File: config.mk
export PLATFORM = sky130hd
export DESIGN_NAME = ts_cmp_toggle
export DESIGN_NICKNAME = d
export VERILOG_FILES = /design/src/rtl/ts_cmp_pkg.sv /design/src/rtl/ts_cmp_regs.sv /design/src/rtl/ts_cmp_match.sv /design/src/rtl/ts_cmp_seq.sv /design/src/rtl/ts_cmp_toggle.sv
export SDC_FILE = /design/constraint.sdc
export NUM_CORES = 1
export LEC_CHECK = 0
export ABC_AREA = 1
export BUFFER_PORTS_ARGS = -buffer_cell sky130_fd_sc_hd__buf_2
export CELL_PAD_IN_SITES_DETAIL_PLACEMENT = 0
export CELL_PAD_IN_SITES_GLOBAL_PLACEMENT = 1
export CORE_MARGIN = 1
export CORE_UTILIZATION = 43
export CTS_CLUSTER_DIAMETER = 150
export DETAILED_ROUTE_END_ITERATION = 6
export GPL_ROUTABILITY_DRIVEN = 0
export HOLD_SLACK_MARGIN = 0.05
export PLACE_DENSITY = 0.81
export SETUP_SLACK_MARGIN = 0.05
export SLEW_MARGIN = 20
export SYNTH_ARGS = -nofsm -noshare
export SYNTH_HDL_FRONTEND = slang
export SYNTH_HIERARCHICAL = 1
export SYNTH_SLANG_ARGS = --single-unit
export TNS_END_PERCENT = 100
File: constraint.sdc
create_clock -name clk -period 4.1 [get_ports clk]
set_input_delay 0.82 -clock clk [delete_from_list [all_inputs] [get_ports clk]]
set_output_delay 0.82 -clock clk [all_outputs]
set_load 0.02 [all_outputs]
File: src/rtl/ts_cmp_pkg.sv
package ts_cmp_pkg;

    localparam int REG_ADDR_W   = 2;
    localparam int CTRL_TOG_BIT = 0;
    localparam int CTRL_POL_BIT = 1;

    typedef enum logic [REG_ADDR_W-1:0] {
        SEL_CTRL  = 2'd0,
        SEL_MATCH = 2'd1,
        SEL_SPAN  = 2'd2,
        SEL_TRIM  = 2'd3
    } reg_sel_e;

    typedef struct packed {
        logic polarity;
        logic toggle;
    } ctrl_t;

    typedef struct packed {
        logic armed;
        logic running;
        logic active;
    } seq_state_t;

    function automatic ctrl_t decode_ctrl(input logic [1:0] bits);
        ctrl_t c;
        c.toggle   = bits[CTRL_TOG_BIT];
        c.polarity = bits[CTRL_POL_BIT];
        return c;
    endfunction

    function automatic logic pin_level(input logic active, input logic polarity);
        return polarity ? active : ~active;
    endfunction

endpackage

File: src/rtl/ts_cmp_regs.sv
module ts_cmp_regs import ts_cmp_pkg::*; #(
    parameter int TS_W    = 32,
    parameter int NUDGE_W = 8
) (
    input  logic                  clk,
    input  logic                  rst,
    input  logic                  wr_en,
    input  logic [REG_ADDR_W-1:0] wr_addr,
    input  logic [TS_W-1:0]       wr_data,
    input  logic                  trim_taken,
    output ctrl_t                 ctrl,
    output logic [TS_W-1:0]       match_val,
    output logic [TS_W-1:0]       span_val,
    output logic [NUDGE_W-1:0]    trim_val,
    output logic                  arm_req,
    output logic                  disarm_req
);

    reg_sel_e sel;
    logic     wr_ctrl, wr_match, wr_span, wr_trim, data_zero;

    always_comb begin
        sel        = reg_sel_e'(wr_addr);
        wr_ctrl    = wr_en && (sel == SEL_CTRL);
        wr_match   = wr_en && (sel == SEL_MATCH);
        wr_span    = wr_en && (sel == SEL_SPAN);
        wr_trim    = wr_en && (sel == SEL_TRIM);
        data_zero  = (wr_data == '0);
        arm_req    = wr_match && !data_zero;
        disarm_req = (wr_match || wr_span) && data_zero;
    end

    always_ff @(posedge clk) begin
        if (rst) begin
            ctrl      <= '0;
            match_val <= '0;
            span_val  <= '0;
            trim_val  <= '0;
        end else begin
            if (wr_ctrl)  ctrl      <= decode_ctrl(wr_data[1:0]);
            if (wr_match) match_val <= wr_data;
            if (wr_span)  span_val  <= wr_data;
            if (wr_trim)           trim_val <= wr_data[NUDGE_W-1:0];
            else if (trim_taken)   trim_val <= '0;
        end
    end

    AST_TRIM_SELF_CLEAR: assert property (@(posedge clk) disable iff (rst)
        (trim_taken && !wr_trim) |=> (trim_val == '0));

endmodule

File: src/rtl/ts_cmp_match.sv
module ts_cmp_match #(
    parameter int TS_W = 32
) (
    input  logic [TS_W-1:0] ts_in,
    input  logic [TS_W-1:0] match_val,
    input  logic [TS_W-1:0] span_val,
    input  logic            armed,
    input  logic            running,
    output logic            hit
);

    logic ts_equal, span_nz;

    always_comb begin
        ts_equal = (ts_in == match_val);
        span_nz  = |span_val;
        hit      = armed && !running && ts_equal && span_nz;
    end

endmodule

File: src/rtl/ts_cmp_seq.sv
module ts_cmp_seq import ts_cmp_pkg::*; #(
    parameter int TS_W    = 32,
    parameter int NUDGE_W = 8
) (
    input  logic               clk,
    input  logic               rst,
    input  logic               hit,
    input  logic               arm_req,
    input  logic               disarm_req,
    input  logic               toggle,
    input  logic [TS_W-1:0]    span_val,
    input  logic [NUDGE_W-1:0] trim_val,
    output seq_state_t         st,
    output logic               evt,
    output logic               trim_taken
);

    localparam int CNT_W = TS_W + 1;
    localparam int SUM_W = TS_W + 2;
    localparam logic signed [SUM_W-1:0] MIN_LEN = SUM_W'(1);

    logic [CNT_W-1:0]        left;
    logic [CNT_W-1:0]        phase_len;
    logic signed [SUM_W-1:0] trim_sum;
    logic                    trim_nz, phase_end, phase_start;

    always_comb begin
        trim_nz  = |trim_val;
        trim_sum = $signed({2'b00, span_val})
                 + $signed({{(SUM_W-NUDGE_W){trim_val[NUDGE_W-1]}}, trim_val});
        if (!trim_nz)
            phase_len = {1'b0, span_val};
        else if (trim_sum < MIN_LEN)
            phase_len = CNT_W'(1);
        else
            phase_len = trim_sum[CNT_W-1:0];
        phase_end   = st.running && (left == '0);
        phase_start = hit || (phase_end && toggle);
        trim_taken  = phase_start && trim_nz;
    end

    always_ff @(posedge clk) begin
        if (rst) begin
            st   <= '0;
            left <= '0;
            evt  <= 1'b0;
        end else begin
            evt <= 1'b0;
            if (hit) begin
                st.running <= 1'b1;
                st.active  <= 1'b1;
                st.armed   <= 1'b0;
                left       <= phase_len - CNT_W'(1);
                evt        <= !toggle;
            end else if (st.running) begin
                if (left == '0) begin
                    if (toggle) begin
                        st.active <= !st.active;
                        left      <= phase_len - CNT_W'(1);
                    end else begin
                        st.running <= 1'b0;
                        st.active  <= 1'b0;
                    end
                end else begin
                    left <= left - CNT_W'(1);
                end
            end
            if (arm_req) st.armed <= 1'b1;
            if (disarm_req) begin
                st.armed   <= 1'b0;
                st.running <= 1'b0;
                st.active  <= 1'b0;
            end
        end
    end

    AST_START_ACTIVE: assert property (@(posedge clk) disable iff (rst)
        $rose(st.running) |-> st.active);

    AST_EVT_SINGLE: assert property (@(posedge clk) disable iff (rst)
        evt |=> !evt);

    AST_ONESHOT_END: assert property (@(posedge clk) disable iff (rst)
        ($fell(st.running) && !$past(disarm_req)) |-> !$past(toggle));

    AST_NO_EVT_TOGGLE: assert property (@(posedge clk) disable iff (rst)
        (toggle && $past(toggle)) |-> !evt);

    AST_DISARM_ZERO: assert property (@(posedge clk) disable iff (rst)
        disarm_req |=> (!st.running && !st.armed));

endmodule

File: src/rtl/ts_cmp_toggle.sv
module ts_cmp_toggle import ts_cmp_pkg::*; #(
    parameter int TS_W    = 32,
    parameter int NUDGE_W = 8
) (
    input  logic                  clk,
    input  logic                  rst,
    input  logic                  wr_en,
    input  logic [REG_ADDR_W-1:0] wr_addr,
    input  logic [TS_W-1:0]       wr_data,
    input  logic [TS_W-1:0]       ts_in,
    output logic                  cmp_out,
    output logic                  evt_out,
    output logic [NUDGE_W-1:0]    trim_rd
);

    ctrl_t              ctrl;
    logic [TS_W-1:0]    match_val, span_val;
    logic [NUDGE_W-1:0] trim_val;
    logic               arm_req, disarm_req, trim_taken, hit;
    seq_state_t         st;

    ts_cmp_regs #(.TS_W(TS_W), .NUDGE_W(NUDGE_W)) u_regs (
        .clk(clk), .rst(rst), .wr_en(wr_en), .wr_addr(wr_addr),
        .wr_data(wr_data), .trim_taken(trim_taken), .ctrl(ctrl),
        .match_val(match_val), .span_val(span_val), .trim_val(trim_val),
        .arm_req(arm_req), .disarm_req(disarm_req)
    );

    ts_cmp_match #(.TS_W(TS_W)) u_match (
        .ts_in(ts_in), .match_val(match_val), .span_val(span_val),
        .armed(st.armed), .running(st.running), .hit(hit)
    );

    ts_cmp_seq #(.TS_W(TS_W), .NUDGE_W(NUDGE_W)) u_seq (
        .clk(clk), .rst(rst), .hit(hit), .arm_req(arm_req),
        .disarm_req(disarm_req), .toggle(ctrl.toggle), .span_val(span_val),
        .trim_val(trim_val), .st(st), .evt(evt_out), .trim_taken(trim_taken)
    );

    assign cmp_out = pin_level(st.active, ctrl.polarity);
    assign trim_rd = trim_val;

    AST_IDLE_LEVEL: assert property (@(posedge clk) disable iff (rst)
        !st.running |-> (cmp_out == !ctrl.polarity));

endmodule

== Word-level counts from Yosys, hierarchy flattened ==
Cells that the tools add are included.
Widths: inputs -> output; s select.

* Logic and storage cells: 68
* Bits of input ports: 69
* Output and inout port bits: 10
* Register bits: 111

* $add $sub $neg: 3
* Mux-type cells: 16
* Reduce and logical (&&, ||, !) cells: 31
* Eq/ne operators: 5
* Order comparisons: 1
* Bitwise operators: 2

{| class="wikitable"
|+ Operator list
! kind !! count
|-
| $mux 33 || 6
|-
| $sub 33x1->33 const B || 2
|-
| $add 33x8->34 || 1
|-
| $lt 34x2->1 const B || 1
|-
| $logic_not 33->1 || 1
|-
| $eq 32x32->1 || 1
|-
| $logic_not 32->1 || 1
|-
| $reduce_or 32->1 || 1
|-
| $mux 8 || 2
|-
| $logic_and 1x1->1 || 12
|-
| $reduce_bool 2->1 || 4
|-
| $reduce_or 8->1 || 1
|-
| $mux 2 || 3
|-
| $mux 1 || 5
|-
| $eq 2x2->1 const B || 2
|-
| $logic_not 1->1 || 4
|-
| $reduce_and 2->1 || 2
|-
| $reduce_or 2->1 || 2
|-
| $ne 3x2->1 const B || 1
|-
| $eq 2x1->1 const B || 1
|-
| $logic_not 2->1 || 1
|-
| $logic_or 1x1->1 || 2
|-
| $not 1->1 || 2
|}

== Longest topological paths before layout ==
* Depth after elaboration: 9
* Depth in mapped cells: 33
* Mapped depth without buffers: 32

== By module ==
Netlist, hierarchy kept.

{| class="wikitable"
|+ Modules (own cells, without submodules)
! module !! seq. area each (sq um) !! cells each !! instances !! area each (sq um)
|-
| ts_cmp_seq || 740.7 || 1257 || 1 || 6805.3
|-
| ts_cmp_regs || 1481.4 || 363 || 1 || 2701.3
|-
| ts_cmp_match || 0.0 || 153 || 1 || 670.6
|-
| ts_cmp_toggle || 0.0 || 5 || 1 || 18.8
|}

== Worst setup path before layout ==
Ideal clock, no wire load.

* Kind: register to register
* Start: reg u_regs.trim_val[7]
* End: reg u_seq.left[28]
* Setup time: 0.070 ns
* Arrival: 3.862 ns
* Setup slack: 0.168 ns
* Required time: 4.030 ns
* Period minus slack after synthesis: 3.932 ns
* Path buffers: 1
* Stages on the path, launching flop included: 27
* Path through: dfxtp_1 > ha_1 > nand2_1 > inv_1 > nand2_1 > nand2_1 > a21oi_2 > nand2_2 > nand2_1 > nand2_1 > nand3_1 > o211ai_2 > xor2_2 > buf_6 > nand3_1 > o21ai_2 > ha_1 > nand3_1 > inv_1 > nand2_1 > nor2_2 > nand2_2 > inv_2 > nand2_1 > nand2_1 > nand3_1 > a21oi_1

* Word-level cells in the longest chain between the ends: 9
* Elaborated cells between the ends (all ways): 10
* Those cells by class: add/sub: 2; order compare: 1; mux: 6; reduce/logical: 1

{| class="wikitable"
|+ RTL lines
! element !! line !! text
|-
| from (decl) || ts_cmp_regs.sv:14 || <nowiki>output logic [NUDGE_W-1:0] trim_val,</nowiki>
|-
| from (signal assigned) || ts_cmp_regs.sv:43 || <nowiki>if (wr_trim) trim_val <= wr_data[NUDGE_W-1:0];</nowiki>
|-
| $add 33x8->34 || ts_cmp_seq.sv:30 || <nowiki>+ $signed({{(SUM_W-NUDGE_W){trim_val[NUDGE_W-1]}}, trim_val});</nowiki>
|-
| $lt 34x2->1 || ts_cmp_seq.sv:33 || <nowiki>else if (trim_sum < MIN_LEN)</nowiki>
|-
| $mux 33 || ts_cmp_seq.sv:33 ||
|-
| $mux 33 * || ts_cmp_seq.sv:31 || <nowiki>if (!trim_nz)</nowiki>
|-
| $sub 33x1->33 * || ts_cmp_seq.sv:53, ts_cmp_seq.sv:59 ||
|-
| $mux 33 || ts_cmp_seq.sv:57 || <nowiki>if (toggle) begin</nowiki>
|-
| $mux 33 || ts_cmp_seq.sv:56 || <nowiki>if (left == '0) begin</nowiki>
|-
| $mux 33 || ts_cmp_seq.sv:55 || <nowiki>end else if (st.running) begin</nowiki>
|-
| $mux 33 * || ts_cmp_seq.sv:49 || <nowiki>if (hit) begin</nowiki>
|-
| to (signal assigned) || ts_cmp_seq.sv:53 || <nowiki>left <= phase_len - CNT_W'(1);</nowiki>
|-
| to (signal assigned) || ts_cmp_seq.sv:59 || <nowiki>left <= phase_len - CNT_W'(1);</nowiki>
|-
| to (signal assigned) || ts_cmp_seq.sv:65 || <nowiki>left <= left - CNT_W'(1);</nowiki>
|-
| to (decl) || ts_cmp_seq.sv:22 || <nowiki>logic [CNT_W-1:0] left;</nowiki>
|}

Mark *: on every way between the ends. The rest lies on a longest branch, timed or not. The select of a mux whose other input is x is not followed.
A chain may end at the register's enable or synchronous reset.

== Worst setup path in the final report ==
* Start: reg u_regs.trim_val[7]
* End: reg u_seq.left[10]

The elaborated chain is that of the path after synthesis.

==> flow_summary.toml <==
[run_status]
outcome = "complete, but fails checks"
violations = "DRC"

[cells_and_area]
num_antenna_cells = 0
num-nets-final = 1982
multiInputGateArea_mm2 = 0.007397
register_area_mm2 = 0.002228
final_cells = 2195
drive_gt1_share_pct = 18.97
area_growth_syn_to_layout_pct = 18.32
final_area_mm2 = 0.01206
fillers = 2431
fin_util_pct = 52.65

[worst_setup_path]
cp.arrival_ns = 4.01
critPathKind = "reg2reg"
crit_fanout = 12
crit_path_end_kind = "flip-flop"
r2r_cells = 26
worstPathRequired_ns = 4.34
start_kind = "flip-flop"

[sta]
rsz0062_at_grt = "false"
fmax_mhz = 264.9
maxSlewViolCount = 0
max-slew-margin-rel_pct = 41.22
hold_viol = 0
tightest_slew_ns = 0.8807
finClkSkew_ns = 0.01654
setup_viol = 0
period_minus_slack_ns = 3.775
setup_tns_ns = 0
finalCritPeriodShare_pct = 92.08

[yosys]
synthSimpleGateAreaFrac_pct = 46.36
yosysUniqueCellTypes = 46
synthAdderAreaFrac_pct = 4.491
synth.area.mux_share_pct = 0
mappedNetlistArea_mm2 = 0.01020
seq_area_frac_synth_pct = 21.79
post_synth_main_area_contributors = "nand2_1 23%, dfxtp_1 22%, a21oi_1 8.0%, inv_1 7.4%, nor2_1 7.4%"
yosys.area.top_type = "nand2_1"
synthCells = 1778
synth_most_common_cell = "nand2_1"
ys_warn_count = 6
synth_xor_area_share_pct = 4.626
synthTopCellsByCount = "615 x nand2_1, 201 x inv_1, 201 x nor2_1, 162 x a21oi_1, 111 x dfxtp_1"
synth-seq-cells = 111
syn_nets = 1883
synthArstFlopShare_pct = 0
synth-compound-area-share_pct = 12.30
synth_top_family_by_area = "simple AND/OR/NAND/NOR gates"
ys.flop_type = "dfxtp_1"
syn_avg_cell_area_um2 = 5.735
synth_top_area_share_pct = 22.64
synth-edff-count = 0

[place]
io_buffers = 78
placed_cell_area_mm2 = 0.01118
dp_hpwl_um = 28530
dpl.cell_count = 2176

[floorplanning]
dieWidth_um = 156.0
initial_core_util_pct = 44.49
core_area_mm2 = 0.02292
row_count = 55
dieArea_mm2 = 0.02433
io_pins = 79
dieHeight_um = 156.0

[clock_tree]
cts_tree = "built"
clock_latency_ns = 0.37
cts-root-buf = "clkbuf_16"
clock-sinks = 111
cts_buffer_depth = 2
clk_pin_slew_ns = 0.09
htree_levels = 3
cts_buffers = 9

[drt]
first_pass_iters = 7
num_vias = 11473
drtAntennaViolNets = 0
first_iter_violations = 827
viasPerCell = 5.227
drc = 5
avgRoutedWirePerCell_um = 16.11
wirelength_um = 35370

[hold_path]
hp-class = "reg2reg"
min_delay_path_depth = 2

[global_route]
grt_use_total_pct = 29.21
grt_max_degree = 78
antenna_found_initial = 1
grt_pass1_vias = 10515
grt_pass1_wl_um = 54970
grt-ovfl-total = 0

[power]
power_density_mw_per_mm2 = 261.8
p_leak_nw = 5.841
irDropWorstVdd_uv = 182.6

[flow_run]
maxCapViolCount = 0
-- placed cells by master (no fill, tap or decap), types with 5 or more instances in the layout --
master / netlist / final
nor3_2: 5 / 6
nand2_1: 615 / 601
a21oi_2: 5 / 14
nor2_1: 201 / 184
nand2_4: 3 / 5
buf_2: 13 / 78
xnor2_1: 21 / 21
nand2_2: 29 / 41
nor2_4: 12 / 30
nand3_1: 103 / 97
inv_2: 16 / 17
a21oi_1: 162 / 152
clkbuf_16: 0 / 11
nor2_2: 33 / 32
nand4_1: 29 / 29
ha_1: 35 / 12
xor2_1: 31 / 30
inv_1: 201 / 200
nor4_1: 6 / 6
dfxtp_1: 111 / 108
nand3_2: 14 / 18
o21bai_1: 10 / 10
o21ai_0: 44 / 43
buf_4: 4 / 52
ha_4: 0 / 13
ha_2: 0 / 10
nor3_1: 8 / 7
nand3b_1: 9 / 9
-- layout make-up --
type | instances | area share [%]
Multi-Input combinational cell | 1400 | 61.31
Inverter | 219 | 6.814
Sequential cell | 111 | 18.47
Clock buffer | 9 | 1.867
Clock inverter | 7 | 0.8504
Tap cell | 313 | 3.246
Timing Repair Buffer | 136 | 7.436
-- worst paths after layout --
path / endpoint / slack (ns) / startpoint
max reg2reg: u_seq/left[10] / 0.32 / u_regs/trim_val[7]
max: u_seq/left[10] / 0.32 / u_regs/trim_val[7]
min reg2reg: u_regs/match_val[9] / 0.47 / u_regs/match_val[9]
min: u_regs/match_val[9] / 0.47 / u_regs/match_val[9]
-- stage by stage --
step / total power [W] / setup slack (ns) / hold slack [ns]
after CTS: 0.003095 / 0.06069 / 0.4670
after global placement: 0.002084 / 0.02316 / 0.4496
after detailed placement: 0.002087 / 0.02417 / 0.4522
after floorplan: 0.001798 / 0.1678 / 0.4400
after global routing: 0.003330 / 0.02882 / 0.4805
final: 0.003158 / 0.3249 / 0.4684
-- worst max-delay path: stages (launching register included) --
cell      delay [ns]
dfxtp_4         0.40
buf_12          0.16
ha_2            0.39
nand2_2         0.13
nor2_4          0.15
and3_1          0.15
nand2_1         0.08
nand2_2         0.10
nand2_1         0.07
nand2_1         0.10
nand3_1         0.09
o211ai_2        0.10
xor2_2          0.31
buf_6           0.22
nand3_2         0.09
nand2_2         0.09
inv_1           0.07
ha_4            0.16
nand3_2         0.09
inv_1           0.07
nand2_2         0.09
nor2_4          0.05
buf_4           0.13
nand3_1         0.05
nand3_1         0.07
o21ai_0         0.10
a21oi_1         0.09
-- cells by family (layout without fill, tap and decap cells) --
group                    count (synthesis)  after routing
AO/OA/AOI/OAI                          235            235
AND/OR/NAND/NOR                       1076           1076
XOR/XNOR                                53             53
adder cells (fa/ha/maj)                 36             36
flip-flops                             111            111
buffers and inverters                  267            371
-- state kept, by name (all words and copies together), names as in the netlist --
name and cells:
u_seq/evt 1, u_regs/span_val 32, u_regs/ctrl 2, u_regs/trim_val 8, u_seq/st 3, u_regs/match_val 32
u_seq/left 33
-- repair_timing --
item | 4_1_cts | 5_1_grt
cloned | 0 | 2
hold buffers | 0 | 0
endpoints found under the hold margin | 0 | 0
pin swaps | 0 | 11
resized for setup | 2 | 114
setup buffers | 0 | 1
setup endpoints to repair | 14 | 30
-- metal layers --
metal  global-route usage [%]  wire (um)
met1                    39.04      16150
met2                    48.53      15980
met3                    3.667       2260
met4                    9.337        971
met5                        0         12
-- where the power goes --
group          switching (W)  internal [W]
sequential         0.0000239       0.00110
combinational       0.000673      0.000363
clock               0.000494      0.000502
Note: power is estimated with default switching activity, not from simulation.
